## src/rtl/irqd_pkg.sv

```systemverilog
// Package: shared constants and types for the destination decoder.
// Assumes destination fields are 32 bits wide.
package irqd_pkg;

    typedef enum logic [1:0] {
        SH_FIELD  = 2'd0,
        SH_SELF   = 2'd1,
        SH_ALL    = 2'd2,
        SH_OTHERS = 2'd3
    } shorthand_e;

    localparam logic [31:0] DEST_ALL_ONES = 32'hFFFF_FFFF;
    localparam logic [31:0] LEGACY_BCAST  = 32'h0000_00FF;
    localparam logic [3:0]  CLUSTER_ANY   = 4'hF;

    // Round a target count up to a whole number of 32-slot words.
    function automatic int round_to_word(input int n);
        return ((n + 31) / 32) * 32;
    endfunction

endpackage

```

## src/rtl/irqd_lane.sv

```systemverilog
// Module: irqd_lane
// Decides whether one target accepts a destination field, using the
// target's own addressing mode and IDs. Purely combinational; the
// shorthand override and presence filter are applied elsewhere.
module irqd_lane
    import irqd_pkg::*;
(
    input  logic [31:0] dest,
    input  logic        logical,
    input  logic        ext,
    input  logic        cluster_model,
    input  logic [31:0] phys_id,
    input  logic [7:0]  log8,
    input  logic [31:0] log32,
    output logic        hit
);

    logic all_ones;
    logic phys_hit;
    logic ext_log_hit;
    logic flat_hit;
    logic clus_hit;

    // Evaluate each addressing rule for this target.
    always_comb begin
        all_ones    = (dest == DEST_ALL_ONES);
        phys_hit    = ext ? (phys_id == dest)
                          : ((phys_id[7:0] == dest[7:0]) || (dest == LEGACY_BCAST));
        ext_log_hit = (dest[31:16] == log32[31:16]) && ((dest[15:0] & log32[15:0]) != 16'd0);
        flat_hit    = ((dest[7:0] & log8) != 8'd0);
        clus_hit    = ((dest[7:4] == CLUSTER_ANY) || (dest[7:4] == log8[7:4]))
                      && ((dest[3:0] & log8[3:0]) != 4'd0);
    end

    // Select the rule matching the request mode and target mode.
    always_comb begin
        if (!logical) begin
            hit = all_ones || phys_hit;
        end else if (ext) begin
            hit = all_ones || ext_log_hit;
        end else begin
            hit = cluster_model ? clus_hit : flat_hit;
        end
    end

endmodule

```

## src/rtl/irqd_shape.sv

```systemverilog
// Module: irqd_shape
// Applies the shorthand override to the per-slot hits and removes
// slots that hold no controller. Assumes present is zero for padding.
module irqd_shape
    import irqd_pkg::*;
#(
    parameter int NUM_SLOTS = 32,
    localparam int SELF_W = $clog2(NUM_SLOTS)
) (
    input  logic [NUM_SLOTS-1:0] hits,
    input  logic [NUM_SLOTS-1:0] present,
    input  logic [1:0]           shorthand,
    input  logic [SELF_W-1:0]    self_idx,
    output logic [NUM_SLOTS-1:0] mask
);

    logic [NUM_SLOTS-1:0] self_bit;
    logic [NUM_SLOTS-1:0] raw;

    // Build the one-hot sender bit.
    always_comb begin
        self_bit = '0;
        self_bit[self_idx] = 1'b1;
    end

    // Pick the set named by the shorthand code, then filter by presence.
    always_comb begin
        unique case (shorthand_e'(shorthand))
            SH_FIELD:  raw = hits;
            SH_SELF:   raw = self_bit;
            SH_ALL:    raw = '1;
            SH_OTHERS: raw = ~self_bit;
            default:   raw = '0;
        endcase
        mask = raw & present;
    end

endmodule

```

## src/rtl/irqd_lowest.sv

```systemverilog
// Module: irqd_lowest
// Finds the lowest set bit of a vector and returns its index and a
// one-hot copy. Empty input gives found=0, index 0 and no bits.
module irqd_lowest #(
    parameter int WIDTH = 32,
    localparam int IDX_W = $clog2(WIDTH)
) (
    input  logic [WIDTH-1:0] vec,
    output logic             found,
    output logic [IDX_W-1:0] idx,
    output logic [WIDTH-1:0] onehot
);

    // Scan from the top so the last assignment is the lowest index.
    always_comb begin
        found  = 1'b0;
        idx    = '0;
        onehot = '0;
        for (int i = WIDTH - 1; i >= 0; i--) begin
            if (vec[i]) begin
                found = 1'b1;
                idx   = IDX_W'(i);
            end
        end
        if (found) begin
            onehot[idx] = 1'b1;
        end
    end

endmodule

```

## src/rtl/irq_dest_decoder.sv

```systemverilog
// Module: irq_dest_decoder
// Top of the destination decoder: one lane per target, shorthand and
// presence shaping, lowest-index pick, and a single output register.
// Assumes configuration inputs are stable while a request is sampled.
module irq_dest_decoder
    import irqd_pkg::*;
#(
    parameter int NUM_TGT = 8,
    localparam int NUM_SLOTS = round_to_word(NUM_TGT),
    localparam int SELF_W = $clog2(NUM_SLOTS)
) (
    input  logic                    clk,
    input  logic                    rst_n,
    input  logic                    req_valid,
    input  logic [31:0]             req_dest,
    input  logic                    req_logical,
    input  logic [1:0]              req_shorthand,
    input  logic                    req_lowpri,
    input  logic [SELF_W-1:0]       req_self,
    input  logic [NUM_TGT-1:0]      tgt_present,
    input  logic [NUM_TGT-1:0]      tgt_ext,
    input  logic [NUM_TGT*32-1:0]   tgt_phys_id,
    input  logic [NUM_TGT*8-1:0]    tgt_log8,
    input  logic [NUM_TGT-1:0]      tgt_cluster,
    input  logic [NUM_TGT*32-1:0]   tgt_log32,
    output logic                    out_valid,
    output logic [NUM_SLOTS-1:0]    out_mask,
    output logic                    out_pick_valid,
    output logic [SELF_W-1:0]       out_pick_idx
);

    logic [NUM_SLOTS-1:0] hits;
    logic [NUM_SLOTS-1:0] present_pad;
    logic [NUM_SLOTS-1:0] sel_mask;
    logic [NUM_SLOTS-1:0] pick_onehot;
    logic                 pick_found;
    logic [SELF_W-1:0]    pick_idx;

    // One matching lane per real target; padding slots never hit.
    for (genvar g = 0; g < NUM_SLOTS; g++) begin : g_slot
        if (g < NUM_TGT) begin : g_real
            irqd_lane u_lane (
                .dest          (req_dest),
                .logical       (req_logical),
                .ext           (tgt_ext[g]),
                .cluster_model (tgt_cluster[g]),
                .phys_id       (tgt_phys_id[g*32 +: 32]),
                .log8          (tgt_log8[g*8 +: 8]),
                .log32         (tgt_log32[g*32 +: 32]),
                .hit           (hits[g])
            );
            assign present_pad[g] = tgt_present[g];
        end else begin : g_pad
            assign hits[g]        = 1'b0;
            assign present_pad[g] = 1'b0;
        end
    end

    irqd_shape #(.NUM_SLOTS(NUM_SLOTS)) u_shape (
        .hits      (hits),
        .present   (present_pad),
        .shorthand (req_shorthand),
        .self_idx  (req_self),
        .mask      (sel_mask)
    );

    irqd_lowest #(.WIDTH(NUM_SLOTS)) u_pick (
        .vec    (sel_mask),
        .found  (pick_found),
        .idx    (pick_idx),
        .onehot (pick_onehot)
    );

    // Capture the decoded result for one cycle after each request.
    always_ff @(posedge clk) begin
        if (!rst_n) begin
            out_valid      <= 1'b0;
            out_mask       <= '0;
            out_pick_valid <= 1'b0;
            out_pick_idx   <= '0;
        end else begin
            out_valid <= req_valid;
            if (req_valid) begin
                out_mask       <= req_lowpri ? pick_onehot : sel_mask;
                out_pick_valid <= pick_found;
                out_pick_idx   <= pick_idx;
            end
        end
    end

endmodule

```

## config.mk

```make
export PLATFORM = sky130hd
export DESIGN_NAME = irq_dest_decoder
export DESIGN_NICKNAME = d
export VERILOG_FILES = /design/src/rtl/irqd_pkg.sv /design/src/rtl/irqd_lane.sv /design/src/rtl/irqd_shape.sv /design/src/rtl/irqd_lowest.sv /design/src/rtl/irq_dest_decoder.sv
export SDC_FILE = /design/constraint.sdc
export NUM_CORES = 1
export LEC_CHECK = 0
export BUFFER_PORTS_ARGS = -buffer_cell sky130_fd_sc_hd__buf_2
export CAP_MARGIN = 0
export CORE_AREA = 5 5 260 262
export CTS_BUF_LIST = sky130_fd_sc_hd__clkbuf_16
export CTS_CLUSTER_DIAMETER = 30
export DETAILED_ROUTE_END_ITERATION = 12
export DIE_AREA = 0 0 265 267
export PLACE_DENSITY = 0.44
export RECOVER_POWER = 50
export SETUP_SLACK_MARGIN = 0.3
export SLEW_MARGIN = 20
export SYNTH_ARGS = -nofsm -noshare
export SYNTH_HDL_FRONTEND = slang
export SYNTH_SLANG_ARGS = --single-unit
```

## constraint.sdc

```tcl
create_clock -name clk -period 2.9 [get_ports clk]
set_clock_uncertainty 0.05 [all_clocks]
set_input_delay 0.725 -clock clk [delete_from_list [all_inputs] [get_ports clk]]
set_output_delay 0.725 -clock clk [all_outputs]
set_load 0.1 [all_outputs]
```

# ---- Word level (Yosys, flattened, before mapping)
# Cells that the tools add are included.
dict set report classes {
  n_lt_le_gt_ge 4
  eq_ne 38
  n_mux 103
  n_bitwise 26
  n_reduce_logical 75
}
# operator count
set ops {}
lappend ops {{$eq A32 B32 Y1} 8}
lappend ops {{$mux W5} 32}
lappend ops {{$and A16 B16 Y16} 8}
lappend ops {{$eq A16 B16 Y1} 8}
lappend ops {{$pmux W32 S4} 1}
lappend ops {{$reduce_bool A16 Y1} 8}
lappend ops {{$mux W1} 66}
lappend ops {{$and A8 B8 Y8} 8}
lappend ops {{$eq A8 B8 Y1} 8}
lappend ops {{$mux W32} 2}
lappend ops {{$reduce_bool A8 Y1} 8}
lappend ops {{$and A32 B8 Y32} 1}
lappend ops {{$and A4 B4 Y4} 8}
lappend ops {{$eq A32 B32 Y1 const B} 1}
lappend ops {{$eq A32 B8 Y1 const B} 1}
lappend ops {{$eq A4 B4 Y1} 8}
lappend ops {{$logic_or A1 B1 Y1} 32}
lappend ops {{$not A32 Y32} 1}
lappend ops {{$reduce_bool A4 Y1} 8}
lappend ops {{$logic_and A1 B1 Y1} 18}
lappend ops {{$lt A5 B6 Y1 const B} 2}
lappend ops {{$demux W1 S5} 2}
lappend ops {{$ge A5 B1 Y1 const B} 2}
lappend ops {{$eq A2 B2 Y1 const B} 2}
lappend ops {{3 further kinds} 3}
dict set report totals {
  register_bits 39
  in_bits 644
  out_inout_bits 39
  word_cells 250
}

# ---- Depth between registers and ports, before layout
# Gate-level depths: netlist of run 1.
dict set report logic_depth {
  word_depth 46
  mapped_depth 12
  depth_no_buf 10
}

# ---- Cells and area by module
# From an unflattened synthesis of run 1, not the netlist that was laid out.
dict set report unflattened {
  hier_cells 1291
  area_unflattened_um2 10552.6
}
# mod instances cells_per_inst area_per_inst_um2 seq_area_each_um2
set modules_own_cells {}
lappend modules_own_cells {irqd_lane 8 109 907.1 0.0}
lappend modules_own_cells {irq_dest_decoder 1 165 1672.9 780.7}
lappend modules_own_cells {irqd_shape 1 135 895.9 0.0}
lappend modules_own_cells {irqd_lowest 1 119 726.9 0.0}

# ---- Worst setup path before layout of run 1
# No wires, ideal clock.
dict set report synth_timing {
  path_kind {input to register}
  from {in req_shorthand[0]}
  to {reg out_mask[6]}
  setup_ns 0.092
  arrival_time_ns 2.958
  required_time_ns 2.758
  slack_ns -0.200
  stages 11
  path_buffers 2
  cell_sequence {buf_4 -> or4b_4 -> nor3b_2 -> xnor2_1 -> nand2_1 -> or4_1 -> and4_4 -> buf_6 -> a21oi_2 -> nand4_1 -> o32ai_1}
}
dict set report synth_via {
  elab_chain_cells 41
  elab_cells_between_ends 77
  cone_classes {order compare (2); eq/ne (3); mux (69); bitwise (1); reduce/logical (2)}
}
# item line_no
set synth_rtl {}
lappend synth_rtl {{from (decl)} irq_dest_decoder.sv:17} ;# input logic [1:0] req_shorthand,
lappend synth_rtl {{$eq A2 B2 Y1 (tied with other cells)} irqd_shape.sv:28} ;# unique case (shorthand_e'(shorthand))
lappend synth_rtl {{$pmux W32 S4 (*)} irqd_shape.sv:28}
lappend synth_rtl {{$and A32 B8 Y32 (*)} irqd_shape.sv:35} ;# mask = raw & present;
lappend synth_rtl {{$mux W5 (32 in series)} irqd_lowest.sv:20} ;# if (vec[i]) begin
lappend synth_rtl {{$lt A5 B6 Y1 (implied by the code) or $ge A5 B1 Y1 (tied branches)} irqd_lowest.sv:26} ;# onehot[idx] = 1'b1;
lappend synth_rtl {{$logic_and A1 B1 Y1 (implied by the code)} irqd_lowest.sv:26}
lappend synth_rtl {{$mux W1 (implied by the code)} irqd_lowest.sv:26}
lappend synth_rtl {{$demux W1 S5} -}
lappend synth_rtl {{$mux W32} irqd_lowest.sv:25} ;# if (found) begin
lappend synth_rtl {{$mux W32 (*)} irq_dest_decoder.sv:84} ;# out_mask <= req_lowpri ? pick_onehot : sel_mask;
lappend synth_rtl {{to (signal assigned)} irq_dest_decoder.sv:84}
lappend synth_rtl {{to (decl)} irq_dest_decoder.sv:27} ;# output logic [NUM_SLOTS-1:0] out_mask,
# Every way passes the cells marked *; elsewhere a longest branch is shown, timed or not.
# A chain may end at the register's enable or synchronous reset.

# ---- Worst setup path after layout of run 1
dict set report layout_timing {
  from {in req_dest[4]}
  to {reg out_mask[7]}
}
dict set report layout_via {
  elab_chain_cells 22
  elab_cells_between_ends 164
  cone_classes {order compare (2); eq/ne (27); mux (53); bitwise (17); reduce/logical (65)}
}
# item line_no
set layout_rtl {}
lappend layout_rtl {{from (decl)} irq_dest_decoder.sv:15} ;# input logic [31:0] req_dest,
lappend layout_rtl {{$and A16 B16 Y16 or $eq A4 B4 Y1 (tied branches)} {irqd_lane.sv:29, irqd_lane.sv:31}}
lappend layout_rtl {{$reduce_bool A16 Y1 or $logic_or A1 B1 Y1 (tied branches)} {irqd_lane.sv:29, irqd_lane.sv:31}}
lappend layout_rtl {{$logic_and A1 B1 Y1 (on tied branches)} {irqd_lane.sv:29, irqd_lane.sv:32}}
lappend layout_rtl {{$logic_or A1 B1 Y1 or $mux W1 (tied branches)} {irqd_lane.sv:40, irqd_lane.sv:42}}
lappend layout_rtl {{$mux W1} irqd_lane.sv:39} ;# end else if (ext) begin
lappend layout_rtl {{$mux W1} irqd_lane.sv:37} ;# if (!logical) begin
lappend layout_rtl {{$pmux W32 S4 (*)} irqd_shape.sv:28}
lappend layout_rtl {{$and A32 B8 Y32 (*)} irqd_shape.sv:35}
lappend layout_rtl {{$mux W5 (8 in series)} irqd_lowest.sv:20}
lappend layout_rtl {{$lt A5 B6 Y1 (implied by the code) or $ge A5 B1 Y1 (tied branches)} irqd_lowest.sv:26}
lappend layout_rtl {{$logic_and A1 B1 Y1 (implied by the code)} irqd_lowest.sv:26}
lappend layout_rtl {{$mux W1 (implied by the code)} irqd_lowest.sv:26}
lappend layout_rtl {{$demux W1 S5} -}
lappend layout_rtl {{$mux W32} irqd_lowest.sv:25}
lappend layout_rtl {{$mux W32 (*)} irq_dest_decoder.sv:84}
# Marks and branches as above.

==> results of run 1 <==
-- cell families after synthesis --
group | after synthesis | synth area share [%]
flops | 13 | 3.45
fa+ha+maj | 32 | 5.30
buf+inv | 107 | 9.06
mux | 1 | 0.133
other cells | 1 | 0.0496
xor+xnor | 392 | 45.5
compound gates | 139 | 14.8
simple gates | 281 | 21.8
-- placed cells by master, fill, tap and decap left out, types with 6 or more instances in the layout --
master	Yosys	final
a21oi_1	8	6
a221oi_1	24	21
a22o_1	27	27
a22oi_1	31	31
a32oi_1	8	6
and3_1	9	6
buf_12	0	46
buf_2	45	628
buf_4	46	197
buf_6	7	28
clkbuf_1	3	7
conb_1	1	26
dfxtp_1	13	13
ha_1	32	30
nand2_1	28	25
nand3_1	30	22
nand3_2	0	7
nand4_1	35	35
nor2_1	31	26
nor3_1	24	10
nor3_2	1	11
nor4_1	89	58
nor4_2	1	26
nor4_4	1	7
o21ai_1	5	6
or4_1	10	7
xnor2_1	90	88
xor2_1	302	299
-- flip-flops by register name, indices dropped and copies added, names as in the netlist --
name,count
out_valid,1
out_pick_idx,3
out_mask,8
out_pick_valid,1
-- critical path, cell delays in order --
cell	delay [ns]
buf_8	0.10
buf_8	0.12
buf_12	0.13
buf_8	0.13
a22o_1	0.24
a221oi_2	0.17
and3_4	0.23
a311oi_4	0.12
or4_1	0.43
and4_4	0.18
buf_6	0.14
a21oi_4	0.12
nand4_1	0.16
buf_4	0.17
o21ai_2	0.12
-- timing repair --
action,in CTS,in global routing
pin swaps,49,28
setup endpoints to repair,12,12
hold endpoints to repair,0,0
hold buffers,0,0
setup buffers,11,2
resized for setup,157,44
-- layer usage --
metal  vias up  share of wire [%]  track usage (%)
met5         -              0.017                0
li1       5156                  -                -
met2       582                 51             34.0
met3        87                5.1             2.10
met4         2                2.8             4.35
met1      5250                 41             22.5
-- power by group --
group	switching (mW)	leakage (nW)	total (mW)	internal, mW
Clock	0.0831	0.0409	0.267	0.184
Sequential	0.00697	0.106	0.196	0.190
Combinational	1.32	6.72	2.40	1.08
-- area by class of cell --
cell class | instances | share of cell area (%)
multi-input combinational | 871 | 50.1
timing repair buffer | 912 | 40.1
tap | 864 | 7.27
sequential | 13 | 1.75
clock buffer | 3 | 0.505
inverter | 5 | 0.126
antenna | 4 | 0.0673
clock inverter | 1 | 0.0337
-- path summary, 6_finish.rpt --
kind,slack (ns),endpoint,start
worst max-delay path,-0.26,out_mask[7]$_SDFFE_PN0P_,req_dest[4]
worst min-delay path,0.45,out_mask[4]$_SDFFE_PN0P_,out_mask[4]$_SDFFE_PN0P_
worst max register to register,2.03,out_pick_idx[1]$_SDFFE_PN0P_,out_pick_idx[1]$_SDFFE_PN0P_
worst min register to register,0.45,out_mask[4]$_SDFFE_PN0P_,out_mask[4]$_SDFFE_PN0P_
==> impl_metrics.csv, run 1 <==
group,metric,value,unit
worst_setup_path,cp.arrival,3.29,ns
pwr,p_leak,6.86,nW
yosys,avgSynthCellArea,7.82,um^2
cts,cts_buffers,3,
yosys,synth_cells,966,
worst_setup_path,endpoint_kind,"register",
worst_setup_path,cp_max_fo,7,
placed_design,dp.cells,2652,
finish,nNetsFinal,2482,
floorplanning,io_pins,683,
routing,ant_nets,0,
floorplanning,die_area,70800,um^2
worst_setup_path,reg2regPathDepth,2,
placed_design,place.gp.congestion,0.990,
finish,ff_latch_area,260,um^2
yosys,synth_top_area_share,35.0,%
global_route,grt_max_degree,18,
sta,worst_slack,-0.262,ns
routing,wirelength,69500,um
routing,vias,11077,
yosys,synth_most_common_cell,"xor2_1",
global_route,grt_pass1_wl,92900,um
floorplanning,num_rows,94,
finish,drive_above_1_share,56.9,%
routing,drtPass1Iterations,5,
sta,clock.fmax,0.316,GHz
yosys,synthTopCellsByArea,"xor2_1, xnor2_1, nor4_1",
global_route,antenna_found_initial,11,
yosys,ys_top_cells_by_count,"xor2_1, xnor2_1, nor4_1",
yosys,synth_top_area_cell,"xor2_1",
worst_setup_path,crit_type,"in -> reg",
job,max_cap_viol_count,0,
cts,clock_latency,0.24,ns
finish,final_area,14900,um^2
yosys,async_flop_share,0,%
cts,cts_root_buf,"clkbuf_16",
outcome,status,"finished with violations",
placed_design,numPortBuffers,656,
yosys,synth_area,7550,um^2
yosys,ys_seq_area_share,3.45,%
pwr,power_density,193,nW/um^2
global_route,gr-total-overflow,0,
yosys,synth-edff-count,0,
routing,avgViaCountPerCell,4.14,
worst_setup_path,cp-start-kind,"primary input",
finish,layout-area-overhead-vs-synth,96.8,%
sta,setup_viol,11,
cts,clockBufferDepth,2,
finish,final_core_util,22.8,%
hold_path,hold_path.class,"reg -> reg",
worst_setup_path,required,3.03,ns
yosys,synthFlopType,"dfxtp_1",
routing,wl_per_cell,26.0,um
yosys,yosysWarnings,0,
pwr,total_power,2.87,mW
routing,drc,0,
sta,finalCriticalPeriod,3.16,ns
placed_design,dpl-instance-area,13700,um^2
sta,fin_crit_sh,109,%
sta,rsz0062_at_grt,"yes",
placed_design,pre_cts_ws,-1.01,ns
global_route,grt_use_total,18.3,%
floorplanning,die_w,265,um
sta,fin_worst_hold_slack,0.447,ns
cts,clkSinkCount,13,
finish,fin_cells,2673,
floorplanning,core,65200,um^2
pwr,irDropWorstVdd,0.000164,V
floorplanning,initial_core_util,11.6,%
cts,path_clk_slew,0.05,ns
yosys,ys_ff_latch,13,
routing,drt-initial-drc-count,502,
floorplanning,die_h,267,um
sta,finalHoldViolCount,0,
sta,setup_tns,-1.92,ns
outcome,violations,"setup timing",
cts,cts_tree,"done",
sta,max_slew_margin,17.7,%
yosys,ys_types,60,
placed_design,post-dp-hpwl,62400,um
cts,h-tree-depth,1,
sta,worst_pin_slew,1.24,ns
global_route,grt_pass1_vias,12386,
sta,maxSlewViolCount,0,
finish,multi_input_area,7450,um^2
hold_path,min_path_cells,2,
finish,fillers,7330,
Note: power is estimated with default switching activity, not from simulation.
==> run 2: changes to the inputs <==
--- a/config.mk
+++ b/config.mk
@@ -7,12 +7,14 @@
 export LEC_CHECK = 0
 export BUFFER_PORTS_ARGS = -buffer_cell sky130_fd_sc_hd__buf_2
 export CAP_MARGIN = 0
-export CORE_AREA = 5 5 260 262
+export CELL_PAD_IN_SITES_DETAIL_PLACEMENT = 0
+export CELL_PAD_IN_SITES_GLOBAL_PLACEMENT = 2
+export CORE_AREA = 5 5 266 268
 export CTS_BUF_LIST = sky130_fd_sc_hd__clkbuf_16
 export CTS_CLUSTER_DIAMETER = 30
 export DETAILED_ROUTE_END_ITERATION = 12
-export DIE_AREA = 0 0 265 267
-export PLACE_DENSITY = 0.44
+export DIE_AREA = 0 0 271 273
+export PLACE_DENSITY = 0.66
 export RECOVER_POWER = 50
 export SETUP_SLACK_MARGIN = 0.3
 export SLEW_MARGIN = 20
==> run 2 against run 1 <==
  * The flow still finishes with violations (setup timing)
  * Power up 0.59%
  * Maximum frequency increased by 0.17%
  * Non-clock buffer count is 14 higher
  * Sequential cell count stayed put
  * Worst setup slack improved by 0.0054 ns
  * First-iteration DRC count is 7.0% lower
  * Combinational power hardly changed
  * Largest power group unchanged
  * Highest routed layer unchanged
==> impl_metrics.csv, run 2 (synthesis gave the netlist of run 1 again) <==
group,metric,value,unit
floorplanning,die_h,273,um
floorplanning,die_area,74000,um^2
sta,max_slew_margin,16.6,%
routing,wl_per_cell,25.9,um
floorplanning,initial_core_util,11.1,%
global_route,grt_pass1_vias,12383,
worst_setup_path,r2r_slack,1.95,ns
worst_setup_path,endpoint_kind,"register",
finish,ff_latch_area,260,um^2
pwr,p_sw_share,49.3,%
placed_design,post-dp-hpwl,62300,um
pwr,irDropWorstVdd,0.000154,V
global_route,gr-total-overflow,0,
cts,clockBufferDepth,2,
sta,maxSlewViolCount,0,
worst_setup_path,cp_num_buf_inv,3,
routing,drc,0,
sta,fin_crit_sh,109,%
pwr,p_leak,6.91,nW
job,max_cap_viol_count,0,
cts,h-tree-depth,1,
worst_setup_path,cp_max_fo,4,
outcome,violations,"setup timing",
pwr,total_power,2.88,mW
cts,cts_root_buf,"clkbuf_16",
pwr,p_int,1.46,mW
pwr,power.share.sequential,6.9,%
cts,clock_latency,0.25,ns
finish,fin_cells,2703,
finish,top_regs,"out_mask x8, out_pick_idx x3",
sta,setup_viol,12,
global_route,grt_max_degree,15,
routing,avgViaCountPerCell,4.13,
cts,cts_buffers,3,
worst_setup_path,cp.arrival,3.23,ns
finish,nNetsFinal,2496,
pwr,p_sw,1.42,mW
finish,fillers,7664,
routing,drtPass1Iterations,5,
finish,largest_reg_flops,8,
floorplanning,num_rows,96,
worst_setup_path,path_cells,"buf_4 > buf_4 > xor2_1 > nor4_1 > nand3_1 > a311oi_4 > or4_4 > and4_4 > buf_4 > nor3_2 > a211oi_2 > o21ai_1",
routing,drt-initial-drc-count,467,
sta,rsz0062_at_grt,"yes",
worst_setup_path,required,2.97,ns
sta,fin_worst_hold_slack,0.427,ns
floorplanning,die_w,271,um
pwr,power_frac_comb,83.6,%
finish,multi_input_area,7370,um^2
global_route,grt_pass1_wl,93800,um
finish,final_cell_mix,"buf_2, xor2_1, buf_4",
placed_design,numPortBuffers,656,
worst_setup_path,crit_type,"in -> reg",
worst_setup_path,max_stage_delay,0.42,ns
cts,cts_tree,"done",
global_route,grt_use_total,17.5,%
finish,final_core_util,22.0,%
cts,path_clk_slew,0.05,ns
finish,drive_above_1_share,56.8,%
sta,worst_pin_slew,1.26,ns
finish,final_common_cell,"buf_2",
finish,layout-area-overhead-vs-synth,98.3,%
placed_design,place.gp.congestion,0.944,
worst_setup_path,critPathMostFrequentCell,"buf_4",
pwr,power_density,193,nW/um^2
worst_setup_path,slowest_stage,"a311oi_4",
sta,finalHoldViolCount,0,
hold_path,hold_path.class,"reg -> reg",
placed_design,dp.cells,2670,
routing,vias,11158,
worst_setup_path,cp-start-kind,"primary input",
routing,ant_nets,0,
sta,setup_tns,-2.04,ns
cts,holdBufCountCts,0,
sta,finalCriticalPeriod,3.16,ns
sta,worst_slack,-0.257,ns
cts,clkSinkCount,13,
pwr,clkPwrFrac,9.5,%
global_route,antenna_found_initial,9,
worst_setup_path,critical-path-top-delay-family,"simple AND/OR/NAND/NOR gates",
finish,regMostFlops,"out_mask",
floorplanning,io_pins,683,
routing,wirelength,70100,um
outcome,status,"finished with violations",
floorplanning,core,68100,um^2
sta,clock.fmax,0.317,GHz
-- run 2: layout make-up --
cell class                      instances  share of cell area (%)
Antenna cell                            2                  0.0334
Timing Repair Buffer                  926                    41.0
Sequential cell                        13                    1.74
Multi-Input combinational cell        871                    49.2
Clock buffer                            3                   0.501
Clock inverter                          1                  0.0334
Tap cell                              882                    7.37
Inverter                                5                   0.125
-- run 2: metal layers --
metal | routed length (um) | GRT usage (%) | part of all wire (%) | up-vias
met5 | 45 | 0 | 0.064 | -
met4 | 1970 | 4.25 | 2.8 | 8
met3 | 4270 | 2.77 | 6.1 | 100
met2 | 35900 | 32.9 | 51 | 614
met1 | 27800 | 20.8 | 40 | 5256
li1 | - | - | - | 5180
-- run 2: through the flow --
stage | setup WS, ns | area, um^2
CTS | -0.291 | 14500
detailed placement | -0.821 | 13800
finish | -0.257 | 15000
global route | -0.330 | 15000
floorplan | -0.0697 | 7680
global placement | -0.831 | 13800
-- run 2: repair_timing --
action / 4_1_cts / 5_1_grt
setup buffers: 14 / 11
hold endpoints to repair: 0 / 0
resized for setup: 111 / 69
pin swaps: 33 / 47
cloned: 1 / 1
endpoints found under the setup margin: 12 / 12
-- run 2: worst min-delay path, cell delays in order, from the launching register on --
cell and delay (ns):
dfxtp_1 0.30, nand3_1 0.07, o21ai_1 0.06
-- run 2: final timing paths --
check	endpoint	cells past startpoint	start
max reg2reg	out_mask[6]$_SDFFE_PN0P_	2	out_mask[6]$_SDFFE_PN0P_
min	out_mask[4]$_SDFFE_PN0P_	2	out_mask[4]$_SDFFE_PN0P_
min reg2reg	out_mask[4]$_SDFFE_PN0P_	2	out_mask[4]$_SDFFE_PN0P_
max	out_mask[5]$_SDFFE_PN0P_	12	req_dest[30]
-- run 2: power groups by stage --
stage          Sequential [mW]  Combinational [mW]  Clock, mW
2_1_floorplan            0.272               0.986          0
4_1_cts                  0.198                2.36      0.278
6_report                 0.198                2.41      0.274
3_3_place_gp             0.202                2.24          0
5_1_grt                  0.199                2.56      0.289
3_5_place_dp             0.201                2.24          0
